**src/rtl/icu_pkg.sv**
```systemverilog
package icu_pkg;
  localparam int SRC_N   = 5;
  localparam int IDX_W   = 3;
  localparam int VEC_W   = 16;
  localparam int MASK_W  = 3;
  localparam int EDGE_N  = 2;
  localparam int ST_W    = SRC_N + 1 + MASK_W;

  localparam logic [IDX_W-1:0] SRC_NMI = 3'd0;
  localparam logic [IDX_W-1:0] SRC_A   = 3'd1;
  localparam logic [IDX_W-1:0] SRC_B   = 3'd2;
  localparam logic [IDX_W-1:0] SRC_C   = 3'd3;
  localparam logic [IDX_W-1:0] SRC_GEN = 3'd4;

  function automatic logic [VEC_W-1:0] vec_of(input logic [IDX_W-1:0] idx);
    case (idx)
      SRC_NMI: vec_of = 16'h0024;
      SRC_A:   vec_of = 16'h003C;
      SRC_B:   vec_of = 16'h0034;
      SRC_C:   vec_of = 16'h002C;
      default: vec_of = 16'h0000;
    endcase
  endfunction
endpackage

```
**src/rtl/icu_edge_cap.sv**
```systemverilog
module icu_edge_cap #(
  parameter int W = 2
) (
  input  logic         clk,
  input  logic         rst,
  input  logic [W-1:0] lvl_i,
  input  logic [W-1:0] clr_i,
  output logic [W-1:0] pend_o
);
  logic [W-1:0] prev_q;
  logic [W-1:0] rise;

  assign rise = lvl_i & ~prev_q;

  always_ff @(posedge clk) begin
    if (rst) begin
      prev_q <= '0;
      pend_o <= '0;
    end else begin
      prev_q <= lvl_i;
      pend_o <= (pend_o & ~clr_i) | rise;
    end
  end

  for (genvar i = 0; i < W; i++) begin : g_chk
    // a rising edge always leaves the latch set
    a_r10_edge_sets: assert property (@(posedge clk) disable iff (rst)
      lvl_i[i] && !prev_q[i] |=> pend_o[i]);
    // clearing without a new edge empties the latch
    a_r10_clear: assert property (@(posedge clk) disable iff (rst)
      clr_i[i] && !(lvl_i[i] && !prev_q[i]) |=> !pend_o[i]);
  end
endmodule

```
**src/rtl/icu_arb.sv**
```systemverilog
module icu_arb #(
  parameter int N  = 5,
  parameter int IW = 3
) (
  input  logic [N-1:0]  req_i,
  output logic          any_o,
  output logic [IW-1:0] idx_o
);
  always_comb begin
    any_o = 1'b0;
    idx_o = '0;
    for (int i = N - 1; i >= 0; i--) begin
      if (req_i[i]) begin
        any_o = 1'b1;
        idx_o = IW'(i);
      end
    end
  end

  logic [N-1:0] higher;
  assign higher = (N'(1) << idx_o) - N'(1);

  always_comb begin
    if (any_o) begin
      // winner is requesting and nothing above it is
      a_r2_winner: assert ((req_i & higher) == '0 && req_i[idx_o]);
    end
  end
endmodule

```
**src/rtl/icu_seq.sv**
```systemverilog
module icu_seq
  import icu_pkg::*;
(
  input  logic              clk,
  input  logic              rst,
  input  logic              any_i,
  input  logic [IDX_W-1:0]  idx_i,
  input  logic              insn_end_i,
  input  logic              cpu_ack_i,
  input  logic              mask_we_i,
  input  logic [MASK_W-1:0] mask_wd_i,
  input  logic              gie_we_i,
  input  logic              gie_wd_i,
  output logic              req_o,
  output logic [VEC_W-1:0]  vec_o,
  output logic              save_pc_o,
  output logic              ext_o,
  output logic              ack_n_o,
  output logic              gie_o,
  output logic [MASK_W-1:0] mask_o,
  output logic [EDGE_N-1:0] clr_o
);
  logic [IDX_W-1:0] sel_q;
  logic             take;
  logic             served;

  assign take   = !req_o && insn_end_i && any_i;
  assign served = req_o && cpu_ack_i;
  assign clr_o  = {served && sel_q == SRC_A, served && sel_q == SRC_NMI};

  always_ff @(posedge clk) begin
    if (rst) begin
      req_o     <= 1'b0;
      vec_o     <= '0;
      save_pc_o <= 1'b0;
      ext_o     <= 1'b0;
      ack_n_o   <= 1'b1;
      gie_o     <= 1'b0;
      mask_o    <= '1;
      sel_q     <= '0;
    end else begin
      if (mask_we_i) mask_o <= mask_wd_i;
      if (gie_we_i)  gie_o  <= gie_wd_i;
      if (take) begin
        req_o     <= 1'b1;
        sel_q     <= idx_i;
        vec_o     <= vec_of(idx_i);
        save_pc_o <= 1'b1;
        ext_o     <= (idx_i == SRC_GEN);
        ack_n_o   <= (idx_i != SRC_GEN);
        gie_o     <= 1'b0;
      end else if (served) begin
        req_o     <= 1'b0;
        vec_o     <= '0;
        save_pc_o <= 1'b0;
        ext_o     <= 1'b0;
        ack_n_o   <= 1'b1;
      end
    end
  end

  // request and address hold until acknowledged
  a_r13_hold: assert property (@(posedge clk) disable iff (rst)
    req_o && !cpu_ack_i |=> req_o && $stable(vec_o));
  // a request only appears after a boundary strobe
  a_r6_boundary: assert property (@(posedge clk) disable iff (rst)
    $rose(req_o) |-> $past(insn_end_i));
  // enable is clear once a request is taken
  a_r9_gie_clear: assert property (@(posedge clk) disable iff (rst)
    $rose(req_o) |-> !gie_o);
  // low acknowledge only for the external-instruction source
  a_r8_ackn: assert property (@(posedge clk) disable iff (rst)
    !ack_n_o |-> req_o && ext_o);
  // save request accompanies the service request
  a_r7_save: assert property (@(posedge clk) disable iff (rst)
    save_pc_o == req_o);
  // vectored sources land on one of the fixed addresses
  a_r3_vec: assert property (@(posedge clk) disable iff (rst)
    req_o && !ext_o |-> vec_o inside {16'h0024, 16'h003C, 16'h0034, 16'h002C});
endmodule

```
**src/rtl/intc5_top.sv**
```systemverilog
module intc5_top
  import icu_pkg::*;
(
  input  logic        clk,
  input  logic        rst,
  input  logic        irq_nmi_i,
  input  logic        irq_a_i,
  input  logic        irq_b_i,
  input  logic        irq_c_i,
  input  logic        irq_gen_i,
  input  logic        insn_end_i,
  input  logic        cpu_ack_i,
  input  logic        mask_we_i,
  input  logic [2:0]  mask_wd_i,
  input  logic        gie_we_i,
  input  logic        gie_wd_i,
  output logic        req_o,
  output logic [15:0] vec_o,
  output logic        save_pc_o,
  output logic        ext_o,
  output logic        ack_n_o,
  output logic [8:0]  status_o
);
  logic [EDGE_N-1:0] edge_pend;
  logic [EDGE_N-1:0] edge_clr;
  logic [SRC_N-1:0]  pend;
  logic [SRC_N-1:0]  elig;
  logic [MASK_W-1:0] mask;
  logic              gie;
  logic              any;
  logic [IDX_W-1:0]  idx;

  icu_edge_cap #(.W(EDGE_N)) u_edge (
    .clk(clk), .rst(rst),
    .lvl_i({irq_a_i, irq_nmi_i}),
    .clr_i(edge_clr),
    .pend_o(edge_pend)
  );

  assign pend = {irq_gen_i, irq_c_i, irq_b_i, edge_pend};

  always_comb begin
    elig[SRC_NMI] = pend[SRC_NMI];
    for (int k = 0; k < MASK_W; k++) begin
      elig[k + 1] = pend[k + 1] && gie && !mask[k];
    end
    elig[SRC_GEN] = pend[SRC_GEN] && gie;
  end

  icu_arb #(.N(SRC_N), .IW(IDX_W)) u_arb (
    .req_i(elig), .any_o(any), .idx_o(idx)
  );

  icu_seq u_seq (
    .clk(clk), .rst(rst),
    .any_i(any), .idx_i(idx),
    .insn_end_i(insn_end_i), .cpu_ack_i(cpu_ack_i),
    .mask_we_i(mask_we_i), .mask_wd_i(mask_wd_i),
    .gie_we_i(gie_we_i), .gie_wd_i(gie_wd_i),
    .req_o(req_o), .vec_o(vec_o), .save_pc_o(save_pc_o),
    .ext_o(ext_o), .ack_n_o(ack_n_o),
    .gie_o(gie), .mask_o(mask), .clr_o(edge_clr)
  );

  always_ff @(posedge clk) begin
    if (rst) status_o <= {{SRC_N{1'b0}}, 1'b0, {MASK_W{1'b1}}};
    else     status_o <= {pend, gie, mask};
  end

  // a latched non-maskable request is taken at the next free boundary
  a_r4_nmi: assert property (@(posedge clk) disable iff (rst)
    edge_pend[0] && insn_end_i && !req_o |=> req_o && vec_o == 16'h0024);
  // a masked source never wins
  a_r5_masked: assert property (@(posedge clk) disable iff (rst)
    !req_o && insn_end_i && !gie && !pend[SRC_NMI] |=> !req_o);
endmodule

```
**config.mk**
```make
export PLATFORM = sky130hd
export DESIGN_NAME = intc5_top
export DESIGN_NICKNAME = d
export VERILOG_FILES = /design/src/rtl/icu_pkg.sv /design/src/rtl/icu_edge_cap.sv /design/src/rtl/icu_arb.sv /design/src/rtl/icu_seq.sv /design/src/rtl/intc5_top.sv
export SDC_FILE = /design/constraint.sdc
export NUM_CORES = 1
export LEC_CHECK = 0
export CORE_AREA = 4 4 65 52
export CTS_CLUSTER_DIAMETER = 120
export DETAILED_ROUTE_END_ITERATION = 10
export DIE_AREA = 0 0 69 56
export PLACE_DENSITY = 0.75
export SLEW_MARGIN = 20
export SYNTH_ARGS = -nofsm -noshare
export SYNTH_HDL_FRONTEND = slang
export SYNTH_HIERARCHICAL = 1
export SYNTH_SLANG_ARGS = --single-unit
```
**constraint.sdc**
```tcl
create_clock -name clk -period 2.15 [get_ports clk]
set_clock_uncertainty 0.2 [all_clocks]
set_input_delay 0.5375 -clock clk [delete_from_list [all_inputs] [get_ports clk]]
set_output_delay 0.5375 -clock clk [all_outputs]
set_load 0.005 [all_outputs]
```
==> results.toml, run 1 <==
[synthesis]
syn_inst = 112
synth_area_per_cell_um2 = 9.80
yosysSeqAreaShare_pct = 47.4
synthDistinctLibCells = 30
async_flop_share_pct = 0
synth.cell_area_um2 = 1100
ys_ff_latch = 26
synth_ff_type = "dfxtp_1"
ys_warn_count = 6
synth_edf_count = 0

[setup_path]
cp_top_family = "simple AND/OR/NAND/NOR gates"
cp_slowest_cell = "clkdlybuf4s50_1"
cpPeakStageDelay_ns = 0.49
cp_num_buf_inv = 1
crit_required_ns = 2.15
criticalPathCategory = "input port to flop"
start_kind = "input port"
crit_start = "irq_c_i"
crit_arrival_ns = 2.09
r2r-start = "u_seq/gie_o"
cp-end-kind = "flop"
cp_max_fo = 7
crit_chain = "clkdlybuf4s50_1 -> and3b_1 -> nor4_2 -> nand2b_1 -> nand3b_4 -> or3_1 -> a21oi_1"

[hold_path]
min_from = "u_seq/mask_o[2]"
hp-class = "flop to flop"

[floorplanning]
dieArea_um2 = 3860
die_x_um = 69
die_height_um = 56
coreArea_um2 = 2810
start_util_pct = 39.1
rows = 17
io_pins = 44

[clock_tree]
cts_made_buffers = 3
cts.path.max_buffers = 2
clk_latency_ns = 0.26
path_clk_slew_ns = 0.08
cts_setup_buffers = 0
root_buffer = "clkbuf_8"
clock_sinks = 26
cts_max_level = 1
cts_tree = "yes"

[place]
dp_cells = 183
hpwl_um = 1710
portBuffers = 31
routabilityCongestion = 0.730
dpl_cell_area_um2 = 1440

[route]
drc_errors = 0
ant_nets = 0
drt_iter0_drc = 40
drt-total-wl_um = 2200
vias = 830
viasPerCell = 4.44
routedWlPerCell_um = 11.7
dr.pass1.iters = 4

[timing]
post-route-min-period_ns = 2.08
finalSetupViolCount = 0
max_freq_mhz = 480
whs_ns = 0.257
rsz0062_at_grt = "no"
fin_crit_sh_pct = 96.9
slew_viol_final = 0
hold_viol = 0

[global_route]
gr-total-overflow = 0
grt_first_pass_wirelength_um = 3550
grt_max_degree = 15
grt_use_total_pct = 11.2
grt_pass1_vias = 831
antenna_found_initial = 0

[power]
power.density_nw_per_um2 = 637
max-vdd-ir-drop_mv = 0.398
leakage_nw = 0.590
p_total_uw = 957

[status]
status = "finished, final reports clean"

[final_layout]
fin_area_um2 = 1500
layout_commonest_cell = "clkdlybuf4s50_1"
syn2layout_area_growth_pct = 36.9
mostFrequentLayoutCells = "clkdlybuf4s50_1, dfxtp_1, conb_1, nor2b_1"
drive_gt1_share_pct = 14.1
final_cells = 187
layout.nets = 165
diodes = 0

[flow_run]
cap_violations = 0
[stage by stage]
stage	setup slack (ns)	utilization, %	setup TNS, ns
global placement	-0.216	51.1	-1.06
global route	0.00122	53.5	0
detailed placement	-0.221	51.1	-1.46
finish	0.0674	53.5	0
floorplan	0.253	-	0
CTS	0.0537	53.1	0
[cell usage after synthesis (2+ instances only)]
master    number  area share (%)
dfxtp_1       26              47
buf_4         14             9.6
nor2b_1       11             6.3
a21oi_1        9             4.1
nand2_1        7             2.4
nand2b_1       5             2.9
nand3_1        5             2.3
a211o_1        3             2.4
and3b_1        3             2.4
or2_1          3             1.7
a21oi_2        2             1.6
and2_1         2             1.1
nand2b_4       2             2.5
nand3b_1       2             1.4
nor2_1         2            0.68
nor3_1         2            0.91
[state kept, by name, indices dropped and copies added (netlist names)]
register	cells
u_edge/prev_q	2
u_seq/sel_q	3
status_o	9
u_seq/save_pc_o	1
u_seq/gie_o	1
u_seq/mask_o	3
u_seq/ext_o	1
u_edge/pend_o	2
u_seq/vec_o	3
u_seq/ack_n_o	1
[where the power goes]
part / switching [mW] / leakage, nW / total (mW) / internal [mW]
sequential: 0.0141 / 0.214 / 0.518 / 0.503
combinational: 0.0531 / 0.347 / 0.135 / 0.0822
clock: 0.141 / 0.0288 / 0.304 / 0.163
total: 0.208 / 0.590 / 0.957 / 0.749
[cell families (layout without fill, tap and decap cells)]
group,after synthesis,count (layout),synth area share [%]
AND/OR/NAND/NOR,51,51,31.0
XOR/XNOR,1,1,0.798
AO/OA/AOI/OAI,15,15,8.78
buffers and inverters,17,43,10.7
multiplexers,1,1,0.912
flip-flops,26,26,47.4
other,1,12,0.342
[worst paths after layout]
| path | end | slack (ns) | cells past startpoint |
|---|---|---|---|
| max | u_seq/vec_o[4] | 0.07 | 7 |
| min reg2reg | status_o[2] | 0.26 | 1 |
| min | status_o[2] | 0.26 | 1 |
| max reg2reg | u_seq/vec_o[3] | 0.37 | 6 |
[repair_timing]
action / CTS / global route
hold buffers: 0 / 0
gates resized for setup: 0 / 3
setup endpoints to repair: 0 / 5
[per-layer routing]
| metal | vias to the layer above | track usage, % | share of wire (%) | wire, µm |
|---|---|---|---|---|
| met4 | 0 | 5.29 | 1.6 | 36 |
| met5 | - | 0 | 0 | 0 |
| met3 | 2 | 3.79 | 7.8 | 171 |
| li1 | 420 | - | - | - |
| met2 | 31 | 18.9 | 45 | 989 |
| met1 | 377 | 12.6 | 45 | 999 |
[area by class of cell]
class / count / area, µm²
flip-flops and latches: 26 / 520
well taps: 38 / 47.5
fillers: 283 / 1310
repair buffers: 38 / 363
clock buffers: 4 / 55.1
inverters: 1 / 3.75
multi-input cells: 80 / 513
(Power assumes the default switching activity.)
==> run 2, diff against run 1 <==
CAP_MARGIN = 5   (was default)
==> results of run 2 <==
Same layout as run 1: the final DEF is identical, and so are final timing and power.
==> run 3, diff against run 2 <==
CORE_AREA = 4 4 63 50   (was 4 4 65 52)
DIE_AREA = 0 0 67 54   (was 0 0 69 56)
PLACE_DENSITY = 0.8   (was 0.75)
SLEW_MARGIN = default   (was 20)
clock period = 2.4 ns   (was 2.15 ns; I/O delays follow)
==> run 3 against run 2 <==
- global-route usage increased by 1.2 points
- sequential share of layout area is 1.3 points higher
- first-iteration DRC count down 5.0%
- setup slack better by 0.24 ns
- wire length down 2.7%
- sequential power down 10%
- register-to-register slack gained 0.19 ns
- via count up 0.96%
- die area fell by 6.4%
- count of clock-buffer cells in the layout unchanged
- critical endpoint is now u_seq/ext_o
- largest cell class unchanged
==> results.toml, run 3 (same netlist as run 1, synthesis figures left out) <==
[place]
dpl_cell_area_um2 = 1410
post-place-ws_ns = -0.0228
hpwl_um = 1700
portBuffers = 31
routabilityCongestion = 0.769

[route]
vias = 838
routedWlPerCell_um = 11.7
drt-total-wl_um = 2140
viasPerCell = 4.60
ant_nets = 0
drc_errors = 0
drt_iter0_drc = 38
dr.pass1.iters = 4

[global_route]
grt_max_degree = 15
antenna_found_initial = 0
grt_first_pass_wirelength_um = 3300
grt_use_total_pct = 12.4
gr-total-overflow = 0
grt_pass1_vias = 780

[timing]
max_freq_mhz = 478
setup_slack_ns = 0.309
post-route-min-period_ns = 2.09
whs_ns = 0.267
rsz0062_at_grt = "no"
worst_pin_slew_ns = 0.502
hold_viol = 0
slew_viol_final = 0
maxSlewHeadroom_pct = 66.4
finalSetupViolCount = 0
fin_crit_sh_pct = 87.1

[clock_tree]
path_clk_slew_ns = 0.14
clock_sinks = 26
clk_latency_ns = 0.32
ctsResizeCount = 0
cts_made_buffers = 3
cts_max_level = 1
cts_hold_buffers = 0
cts_tree = "yes"
root_buffer = "clkbuf_4"
cts.path.max_buffers = 2
cts_setup_buffers = 0

[floorplanning]
die_x_um = 67
rows = 16
io_pins = 44
dieArea_um2 = 3620
die_height_um = 54
start_util_pct = 43.2
coreArea_um2 = 2540

[power]
power.density_nw_per_um2 = 550
p_total_uw = 795
leakage_nw = 0.565
max-vdd-ir-drop_mv = 0.352

[setup_path]
start_kind = "input port"
crit_arrival_ns = 2.11
crit_required_ns = 2.41
cp_max_fo = 7
cp-end-kind = "flop"
criticalPathCategory = "input port to flop"
r2r-start = "u_seq/gie_o"
crit_start = "irq_b_i"

[final_layout]
mostFrequentLayoutCells = "clkdlybuf4s50_1, dfxtp_1, conb_1, nor2b_1, a21oi_1"
fin_util_pct = 56.9
layout.nets = 162
fillers = 221
fin_area_um2 = 1450
drive_gt1_share_pct = 10.3
layout_commonest_cell = "clkdlybuf4s50_1"
syn2layout_area_growth_pct = 31.8
diodes = 0
largest_reg_flops = 9
regMostFlops = "status_o"

[hold_path]
min_from = "u_seq/mask_o[2]"
hp-class = "flop to flop"

[flow_run]
cap_violations = 0

[status]
status = "finished, final reports clean"
-- run 3: cell type report --
type	instances	area [µm²]	area share (%)
Sequential cell	26	520	36.0
Timing Repair Buffer	35	340	23.5
Inverter	1	3.75	0.260
Tap cell	36	45.0	3.11
Clock buffer	4	36.3	2.51
Multi-Input combinational cell	80	500	34.6
-- run 3: where the power goes --
part | switching (mW) | internal, mW
registers | 0.0125 | 0.451
logic | 0.0460 | 0.0698
clock network | 0.123 | 0.0927
total | 0.181 | 0.614
-- run 3: layer usage --
metal / up-vias / share of wire, % / global-route usage, % / wire (µm)
met5: - / 0 / 0 / 0
met4: 0 / 0.89 / 4.04 / 19
met3: 2 / 7.5 / 4.18 / 160
met2: 30 / 48 / 23.7 / 1030
met1: 387 / 43 / 12.7 / 925
li1: 419 / - / - / -
-- run 3: stage by stage --
| stage | instances | TNS [ns] |
|---|---|---|
| final | 182 | 0 |
| after detailed placement | 178 | -0.0444 |
| after CTS | 182 | 0 |
| after floorplan | 123 | 0 |
| after global routing | 182 | 0 |
| after global placement | 178 | -0.0119 |
-- run 3: final timing paths --
path	depth (start not counted)	slack, ns	to
max	7	0.31	u_seq/ext_o
min	1	0.27	status_o[2]
max reg2reg	6	0.56	u_seq/ext_o
min reg2reg	1	0.27	status_o[2]
-- run 3: worst max-delay path, cell delays in order --
cell	delay, ns
clkdlybuf4s50_1	0.42
and3b_1	0.20
nor4_2	0.25
nand2b_1	0.15
and3b_2	0.29
nand3_1	0.12
a21oi_1	0.07
